`src/rtl/timing_xchg_pkg.sv`:
```
package timing_xchg_pkg;

  localparam logic [1:0] TYPE_REQUEST = 2'b01;
  localparam logic [1:0] TYPE_REPLY   = 2'b10;

  // strobes from control to datapath
  typedef struct packed {
    logic loadReq;
    logic loadReply;
  } txCtrl_t;

  // status from datapath to control
  typedef struct packed {
    logic txBusy;
    logic rxBusy;
    logic rxReqDone;
    logic rxReplyDone;
  } dpStat_t;

  typedef enum logic [1:0] {
    ST_IDLE,
    ST_SEND_REQ,
    ST_WAIT,
    ST_SEND_REPLY
  } xchgState_t;

endpackage

```
`src/rtl/timing_xchg_dp.sv`:
```
module timing_xchg_dp
  import timing_xchg_pkg::*;
#(
  parameter int COUNT_W = 16
) (
  input  logic               clk,
  input  logic               rstN,
  input  txCtrl_t            ctrl,
  input  logic [COUNT_W-1:0] liveCount,
  input  logic               rxLine,
  output logic               txLine,
  output dpStat_t            stat,
  output logic [COUNT_W-1:0] rxValue
);

  localparam int FRAME_W = 3 + COUNT_W;
  localparam int IDX_W   = $clog2(FRAME_W + 1);
  localparam logic [IDX_W-1:0] REQ_BITS  = IDX_W'(3);
  localparam logic [IDX_W-1:0] FULL_BITS = IDX_W'(FRAME_W);
  localparam logic [IDX_W-1:0] TYPE_IDX  = IDX_W'(2);
  localparam logic [IDX_W-1:0] LAST_IDX  = IDX_W'(FRAME_W - 1);

  // ---------------- transmitter ----------------
  logic [FRAME_W-1:0] txShift;
  logic [IDX_W-1:0]   txBitsLeft;
  logic               txActive;
  logic               txHalf;

  always_ff @(posedge clk) begin
    if (!rstN) begin
      txShift    <= '0;
      txBitsLeft <= '0;
      txActive   <= 1'b0;
      txHalf     <= 1'b0;
    end else if (ctrl.loadReq) begin
      txShift    <= {1'b1, TYPE_REQUEST, {COUNT_W{1'b0}}};
      txBitsLeft <= REQ_BITS;
      txActive   <= 1'b1;
      txHalf     <= 1'b0;
    end else if (ctrl.loadReply) begin
      // live count taken in this very cycle, no holding register
      txShift    <= {1'b1, TYPE_REPLY, liveCount};
      txBitsLeft <= FULL_BITS;
      txActive   <= 1'b1;
      txHalf     <= 1'b0;
    end else if (txActive) begin
      txHalf <= ~txHalf;
      if (txHalf) begin
        txShift    <= {txShift[FRAME_W-2:0], 1'b0};
        txBitsLeft <= txBitsLeft - 1'b1;
        if (txBitsLeft == IDX_W'(1)) txActive <= 1'b0;
      end
    end
  end

  assign txLine = txActive & txShift[FRAME_W-1];

  // ---------------- receiver ----------------
  logic               rxActive;
  logic               rxPhase;
  logic [IDX_W-1:0]   rxIdx;
  logic [COUNT_W-1:0] rxShift;
  logic               rxReqDone;
  logic               rxReplyDone;
  logic [1:0]         rxType;

  assign rxType = {rxShift[0], rxLine};

  always_ff @(posedge clk) begin
    if (!rstN) begin
      rxActive    <= 1'b0;
      rxPhase     <= 1'b0;
      rxIdx       <= '0;
      rxShift     <= '0;
      rxValue     <= '0;
      rxReqDone   <= 1'b0;
      rxReplyDone <= 1'b0;
    end else begin
      rxReqDone   <= 1'b0;
      rxReplyDone <= 1'b0;
      if (!rxActive) begin
        if (rxLine) begin
          rxActive <= 1'b1;
          rxPhase  <= 1'b1;
          rxIdx    <= '0;
        end
      end else begin
        rxPhase <= ~rxPhase;
        if (rxPhase) begin
          if (rxIdx == '0) begin
            // confirm start bit in its second half
            if (!rxLine) rxActive <= 1'b0;
            rxIdx <= rxIdx + 1'b1;
          end else begin
            rxShift <= {rxShift[COUNT_W-2:0], rxLine};
            rxIdx   <= rxIdx + 1'b1;
            if (rxIdx == TYPE_IDX) begin
              if (rxType == TYPE_REQUEST) begin
                rxReqDone <= 1'b1;
                rxActive  <= 1'b0;
              end else if (rxType != TYPE_REPLY) begin
                rxActive <= 1'b0;
              end
            end else if (rxIdx == LAST_IDX) begin
              rxValue     <= {rxShift[COUNT_W-2:0], rxLine};
              rxReplyDone <= 1'b1;
              rxActive    <= 1'b0;
            end
          end
        end
      end
    end
  end

  assign stat.txBusy      = txActive;
  assign stat.rxBusy      = rxActive;
  assign stat.rxReqDone   = rxReqDone;
  assign stat.rxReplyDone = rxReplyDone;

  // ---------------- assertions ----------------
  assert_one_load_R2: assert property (@(posedge clk) disable iff (!rstN)
    $onehot0({ctrl.loadReq, ctrl.loadReply}));

  assert_bit_two_cycles_R2: assert property (@(posedge clk) disable iff (!rstN)
    $rose(txLine) |=> txLine);

  assert_load_when_free_R3: assert property (@(posedge clk) disable iff (!rstN)
    (ctrl.loadReq || ctrl.loadReply) |-> !txActive);

  assert_frame_kind_excl_R8: assert property (@(posedge clk) disable iff (!rstN)
    $onehot0({rxReqDone, rxReplyDone}));

endmodule

```
`src/rtl/timing_xchg_ctrl.sv`:
```
module timing_xchg_ctrl
  import timing_xchg_pkg::*;
#(
  parameter int TIMEOUT_BITS = 64
) (
  input  logic    clk,
  input  logic    rstN,
  input  logic    modeResponder,
  input  logic    startReq,
  input  dpStat_t stat,
  output txCtrl_t ctrl,
  output logic    loadStrobe,
  output logic    timeoutFlag
);

  localparam int TIMEOUT_CYC = 2 * TIMEOUT_BITS;
  localparam int TMR_W       = $clog2(TIMEOUT_CYC);
  localparam logic [TMR_W-1:0] TMR_LAST = TMR_W'(TIMEOUT_CYC - 1);

  xchgState_t       state, nextState;
  logic [TMR_W-1:0] waitTimer;
  logic             timeoutHit;

  always_comb begin
    ctrl       = '0;
    loadStrobe = 1'b0;
    timeoutHit = 1'b0;
    nextState  = state;
    unique case (state)
      ST_IDLE: begin
        if (!modeResponder && startReq) begin
          ctrl.loadReq = 1'b1;
          nextState    = ST_SEND_REQ;
        end else if (modeResponder && stat.rxReqDone) begin
          ctrl.loadReply = 1'b1;
          nextState      = ST_SEND_REPLY;
        end
      end
      ST_SEND_REQ: begin
        if (!stat.txBusy) nextState = ST_WAIT;
      end
      ST_WAIT: begin
        if (stat.rxReplyDone) begin
          loadStrobe = 1'b1;
          nextState  = ST_IDLE;
        end else if (!stat.rxBusy && waitTimer == TMR_LAST) begin
          timeoutHit = 1'b1;
          nextState  = ST_IDLE;
        end
      end
      ST_SEND_REPLY: begin
        if (!stat.txBusy) nextState = ST_IDLE;
      end
      default: nextState = ST_IDLE;
    endcase
  end

  always_ff @(posedge clk) begin
    if (!rstN) begin
      state       <= ST_IDLE;
      waitTimer   <= '0;
      timeoutFlag <= 1'b0;
    end else begin
      state <= nextState;
      if (state != ST_WAIT)   waitTimer <= '0;
      else if (!stat.rxBusy)  waitTimer <= waitTimer + 1'b1;
      if (ctrl.loadReq)       timeoutFlag <= 1'b0;
      else if (timeoutHit)    timeoutFlag <= 1'b1;
    end
  end

  // ---------------- assertions ----------------
  assert_strobe_pulse_R5: assert property (@(posedge clk) disable iff (!rstN)
    loadStrobe |=> !loadStrobe);

  assert_timeout_from_wait_R7: assert property (@(posedge clk) disable iff (!rstN)
    $rose(timeoutFlag) |-> $past(state) == ST_WAIT);

  assert_responder_no_request_R9: assert property (@(posedge clk) disable iff (!rstN)
    (modeResponder && state == ST_IDLE) |=> state != ST_SEND_REQ);

endmodule

```
`src/rtl/timing_xchg_engine.sv`:
```
module timing_xchg_engine
  import timing_xchg_pkg::*;
#(
  parameter int COUNT_W      = 16,
  parameter int TIMEOUT_BITS = 64
) (
  input  logic               clk,
  input  logic               rstN,
  input  logic               modeResponder,
  input  logic               startReq,
  input  logic [COUNT_W-1:0] liveCount,
  input  logic               rxLine,
  output logic               txLine,
  output logic               loadStrobe,
  output logic [COUNT_W-1:0] loadValue,
  output logic               timeoutFlag
);

  txCtrl_t ctrl;
  dpStat_t stat;

  timing_xchg_ctrl #(
    .TIMEOUT_BITS(TIMEOUT_BITS)
  ) uCtrl (
    .clk          (clk),
    .rstN         (rstN),
    .modeResponder(modeResponder),
    .startReq     (startReq),
    .stat         (stat),
    .ctrl         (ctrl),
    .loadStrobe   (loadStrobe),
    .timeoutFlag  (timeoutFlag)
  );

  timing_xchg_dp #(
    .COUNT_W(COUNT_W)
  ) uDp (
    .clk      (clk),
    .rstN     (rstN),
    .ctrl     (ctrl),
    .liveCount(liveCount),
    .rxLine   (rxLine),
    .txLine   (txLine),
    .stat     (stat),
    .rxValue  (loadValue)
  );

endmodule

```
`config.mk`:
```
export PLATFORM = sky130hd
export DESIGN_NAME = timing_xchg_engine
export DESIGN_NICKNAME = d
export VERILOG_FILES = /design/src/rtl/timing_xchg_pkg.sv /design/src/rtl/timing_xchg_dp.sv /design/src/rtl/timing_xchg_ctrl.sv /design/src/rtl/timing_xchg_engine.sv
export SDC_FILE = /design/constraint.sdc
export NUM_CORES = 1
export LEC_CHECK = 0
export BUFFER_PORTS_ARGS = -buffer_cell sky130_fd_sc_hd__buf_2
export CAP_MARGIN = 0
export CORE_ASPECT_RATIO = 0.8
export CORE_MARGIN = 2
export CORE_UTILIZATION = 45
export DETAILED_ROUTE_END_ITERATION = 16
export MAX_ROUTING_LAYER = met4
export PLACE_DENSITY = 0.61
export REMOVE_ABC_BUFFERS = 1
export SLEW_MARGIN = 40
export SYNTH_ARGS = -nofsm -noshare
export SYNTH_HDL_FRONTEND = slang
export SYNTH_HIERARCHICAL = 1
export SYNTH_SLANG_ARGS = --single-unit
```
`constraint.sdc`:
```
create_clock -name clk -period 2.7 [get_ports clk]
set_input_delay 0.54 -clock clk [delete_from_list [all_inputs] [get_ports clk]]
set_output_delay 0.54 -clock clk [all_outputs]
set_load 0.05 [all_outputs]
```
# Yosys cells after proc, flatten, opt, wreduce, memory -nomap -nowiden
# Index checks and enable logic that the tools add are counted.
# word_totals
wordCells	110
output_inout_bits	19
input_bits	21
reg_bits	76
# op_classes
addsub	3
n_eq_ne	15
n_mux	44
bitwise	7
n_reduce_logical	24
# op_table
op	n
19-bit 2-to-1 mux	4
5-bit 2-to-1 mux	6
1-bit 2-to-1 mux	25
2-bit 2-to-1 mux	8
2-bit inequality test (second input constant)	5
5-bit OR reduction	2
2-bit case mux with 4 select lines	1
2-bit AND reduction	4
7-bit by 1-bit adder with 7-bit output (second input constant)	1
7-bit == test (second input constant)	1
3-bit by 1-bit inequality test with 1-bit output (second input constant)	2
1-bit inverter	6
2-bit nonzero test	3
3-bit nonzero test	2
5-bit by 1-bit adder with 5-bit output (second input constant)	1
5-bit by 1-bit == test with 1-bit output (second input constant)	1
5-bit by 2-bit == test with 1-bit output (second input constant)	1
5-bit == test (second input constant)	1
5-bit logical NOT	1
5-bit AND reduction	1
5-bit by 1-bit subtractor with 5-bit output (second input constant)	1
2-bit by 1-bit == test with 1-bit output (second input constant)	2
2-bit == test (second input constant)	2
4-bit AND reduction	1
7 further kinds	11

# Logic depth before layout (Yosys ltp)
# depth
word_depth	7
mapped_depth	7

# Cells and area by module
# The synthesis kept the hierarchy.
# modules_own_cells
mod	seq_area_each_um2	n_inst	area_each_um2	cells_per_inst
timing_xchg_dp	1321.3	1	2841.5	300
timing_xchg_ctrl	200.2	1	498.0	53

# Worst setup path after synthesis
# OpenSTA, ideal clock, no wires.
# synth_path
path_type	input to register
startpoint	in modeResponder
endpoint	reg uDp.txShift[10]
path_slack_ns	0.826
required_ns	2.568
setup_time_ns	0.132
arrival_ns	1.742
cell_stages	5
cell_sequence	nor4b_1 nand2b_1 clkbuf_1 buf_1 nor3_1
# synth_via
elab_chain_cells	6
word_cells_on_any_way	12
cone_classes	5 x mux; 7 x reduce/logical
# synth_rtl
item	line_no	source
start: declaration	timing_xchg_engine.sv:9	input logic modeResponder,
1-bit logical AND or 1-bit logical NOT (tied branches)	timing_xchg_ctrl.sv:34, timing_xchg_ctrl.sv:31	
1-bit 2-to-1 mux or 1-bit logical AND (tied branches)	timing_xchg_ctrl.sv:34, timing_xchg_ctrl.sv:31	
1-bit 2-to-1 mux	timing_xchg_ctrl.sv:31	if (!modeResponder && startReq) begin
2-bit 2-to-1 mux *	timing_xchg_ctrl.sv:29	unique case (state)
2-bit nonzero test (no source line)	n/a	
2-bit AND reduction (no source line)	n/a	
end signal: assignment	timing_xchg_dp.sv:36	txShift <= {1'b1, TYPE_REQUEST, {COUNT_W{1'b0}}};
end signal: assignment	timing_xchg_dp.sv:42	txShift <= {1'b1, TYPE_REPLY, liveCount};
end signal: assignment	timing_xchg_dp.sv:49	txShift <= {txShift[FRAME_W-2:0], 1'b0};
end: declaration	timing_xchg_dp.sv:24	logic [FRAME_W-1:0] txShift;
# Every way passes the cells marked *; elsewhere a longest branch is shown, timed or not.
# A chain may end at the register's enable or synchronous reset.

# Worst setup path after layout
# layout_path
startpoint	reg uDp.txActive
endpoint	out txLine
# layout_via
elab_chain_cells	1
# layout_rtl
item	line_no	source
start: declaration	timing_xchg_dp.sv:26	logic txActive;
start signal: assignment	timing_xchg_dp.sv:33	txActive <= 1'b0;
start signal: assignment	timing_xchg_dp.sv:38	txActive <= 1'b1;
start signal: assignment	timing_xchg_dp.sv:44	txActive <= 1'b1;
1-bit bitwise AND	timing_xchg_dp.sv:56	assign txLine = txActive & txShift[FRAME_W-1];
end: declaration	timing_xchg_engine.sv:13	output logic txLine,
# Every way passes these cells.

==> results.sh <==
export IMPL_gp_congestion=0.769
export IMPL_worst_path_max_delay_cell="dfxtp_1"
export IMPL_antenna_cells=0
export IMPL_relSlewSlack=0.487
export IMPL_syn_area_um2=3340
export IMPL_crit_arrival_ns=1.35
export IMPL_fmax_mhz=530
export IMPL_synthXorXnorAreaFrac=0.0184
export IMPL_vias=2538
export IMPL_pin_count=40
export IMPL_viasPerCell=5.27
export IMPL_core_um2=7290
export IMPL_ys_seq_elements=76
export IMPL_wl_per_cell_um=12.9
export IMPL_cts_sinks=76
export IMPL_yosys_warnings=6
export IMPL_cp_start_kind="register"
export IMPL_fin_cells=482
export IMPL_required_ns=2.16
export IMPL_initialDrtViolationCount=114
export IMPL_cts_buffers_inserted=9
export IMPL_hpwl_mm=4.12
export IMPL_htreeDepth=3
export IMPL_endpoint_kind="primary output"
export IMPL_postCtsSetupRepairBufs=0
export IMPL_finalNetCount=414
export IMPL_grt_use_total=0.175
export IMPL_yosysMostFrequentCell="dfxtp_1"
export IMPL_cp_cell_sequence="buf_4, and2_1, buf_2"
export IMPL_cts_tree="built"
export IMPL_slowest_delay_ns=0.33
export IMPL_grt_overflow_total=0
export IMPL_synth_compound_area_frac=0.100
export IMPL_synthCells=353
export IMPL_finalCriticalPeriod_ns=1.89
export IMPL_ys_types=50
export IMPL_tightest_slew_ns=0.769
export IMPL_synthTopCellsByCount="dfxtp_1 (76), nand2_1 (46), mux2i_1 (35), nor3_1 (17)"
export IMPL_fin_area_um2=3800
export IMPL_status="completed"
export IMPL_synth_ff_type="dfxtp_1"
export IMPL_worstPathMaxFanout=22
export IMPL_die_area_um2=8130
export IMPL_fin_hold_ws_ns=0.439
export IMPL_synthSimpleGateAreaFrac=0.238
export IMPL_wl_mm=6.24
export IMPL_p_leak_uw=0.00151
export IMPL_start_util=0.458
export IMPL_ys_seq_area_frac=0.456
export IMPL_clk_path_buf_depth=2
export IMPL_die_h_um=81.1
export IMPL_layout_drive_gt1_share=0.194
export IMPL_core_rowCount=28
export IMPL_synthAdderAreaFrac=0.0225
export IMPL_cts_resized=0
export IMPL_place_port_buffers=39
export IMPL_ant_nets=0
export IMPL_final_max_slew_viol_count=0
export IMPL_first_pass_iters=4
export IMPL_holdBufCountCts=0
export IMPL_synth_area_per_cell_um2=9.46
export IMPL_fin_tns_setup_ns=0
export IMPL_finalHoldViolCount=0
export IMPL_ys_top_cells_by_area="dfxtp_1 (46%), mux2i_1 (10%), nand2_1 (5.2%), a211oi_1 (3.6%), and3_1 (3.0%)"
export IMPL_synth_top_area_cell="dfxtp_1"
export IMPL_power_density_nw_per_um2=613
export IMPL_antenna_found_initial=0
export IMPL_critical_path_class="reg -> out"
export IMPL_setup_violations_final=0
export IMPL_drv_cap=0
export IMPL_hold_class="in -> reg"
export IMPL_r2r_slack_ns=0.91
export IMPL_grt_pass1_wl_mm=10.9
export IMPL_fin_skew_ns=0.0120
export IMPL_synth_edf_count=0
export IMPL_path_clk_slew_ns=0.08
export IMPL_synth_mux_area_fraction=0.108
export IMPL_grt_pass1_vias=2344
export IMPL_synth_async_sr_flop_share=0
export IMPL_placed_area_um2=3550
export IMPL_worstSkewPairLatency_ns=0.35
export IMPL_grt_setup_unrepaired="no"
export IMPL_die_w_um=100
export IMPL_synth_top_family_by_area="simple AND/OR/NAND/NOR gates"
export IMPL_grt_max_degree=29
export IMPL_drc=0
export IMPL_area_growth_pct=13.9
export IMPL_vdd_drop_max_uv=391
export IMPL_finalCritPeriodShare=0.699
export IMPL_place_inst=466
export IMPL_clockRootBuffer="clkbuf_8"
export IMPL_synth_top_cell_area_share=0.456
layer usage:
layer / GRT usage / up-vias / share of wire
li1: - / 1310 / -
met1: 0.226 / 1176 / 0.51
met2: 0.260 / 39 / 0.45
met3: 0.0542 / 13 / 0.031
met4: 0.0671 / 0 / 0.016
met5: - / - / 0
where the power goes:
group,switching (uW),internal (uW)
sequential,15.4,1140
combinational,79.4,52.3
clock,410,639
total,504,1830
through the flow:
step,power [uW],utilization,setup slack (ns)
2_1_floorplan,1250,-,1.01
3_3_place_gp,1310,0.488,0.738
3_5_place_dp,1310,0.488,0.728
4_1_cts,2360,0.522,0.791
5_1_grt,2430,0.522,0.740
6_report,2330,0.522,0.814
registers in the layout (all words and copies together) (netlist names):
name,cells
uDp/rxShift,15
uDp/rxReqDone,1
uDp/rxReplyDone,1
uDp/txHalf,1
uDp/rxActive,1
uDp/txActive,1
uDp/txShift,19
uDp/rxValue,16
uDp/rxPhase,1
uCtrl/timeoutFlag,1
uDp/txBitsLeft,5
uCtrl/state,2
uCtrl/waitTimer,7
uDp/rxIdx,5
area by class of cell:
class | instances | area, um2
fill | 706 | 3480
sequential | 76 | 1520
tap | 90 | 113
multi-input combinational | 244 | 1630
clock buffer | 10 | 138
clock inverter | 6 | 111
timing repair buffer | 48 | 263
inverter | 8 | 30.0
critical path, delay by kind of cell, from the launching register on:
family / cells / cell delay [ns]
and+or+nand+nor: 1 / 0.17
DFF: 1 / 0.33
buffers and inverters: 2 / 0.50
final timing paths:
path,startpoint,to,cells past startpoint
worst min-delay path,liveCount[0],uDp/txShift[0],3
worst min register to register,uDp/rxValue[13],uDp/rxValue[13],2
worst max-delay path,uDp/txActive,txLine,3
worst max register to register,uDp/rxPhase,uDp/rxReqDone,3
cells in the final DEF (no fill, tap or decap), types with 5 or more instances in the layout:
| master | count |
|---|---|
| o21ai_0 | 8 |
| mux2i_1 | 35 |
| nor2_1 | 16 |
| buf_2 | 39 |
| nand2_1 | 46 |
| a31oi_1 | 5 |
| inv_1 | 7 |
| buf_4 | 9 |
| and3_1 | 16 |
| clkbuf_8 | 10 |
| nor2b_1 | 16 |
| dfxtp_1 | 76 |
| nor3_1 | 17 |
| or3_1 | 5 |
| a211oi_1 | 16 |
| a21oi_1 | 11 |
| nand3_1 | 5 |
| ha_1 | 6 |
kinds of logic after synthesis:
logic type | Yosys count
and+or+nand+nor | 146
buffers and inverters | 33
muxes | 36
xor gates and xnor gates | 7
adders and majority gates | 6
AOI/OAI and AO/OA | 49
DFF | 76
Note: power is estimated with default switching activity, not from simulation.
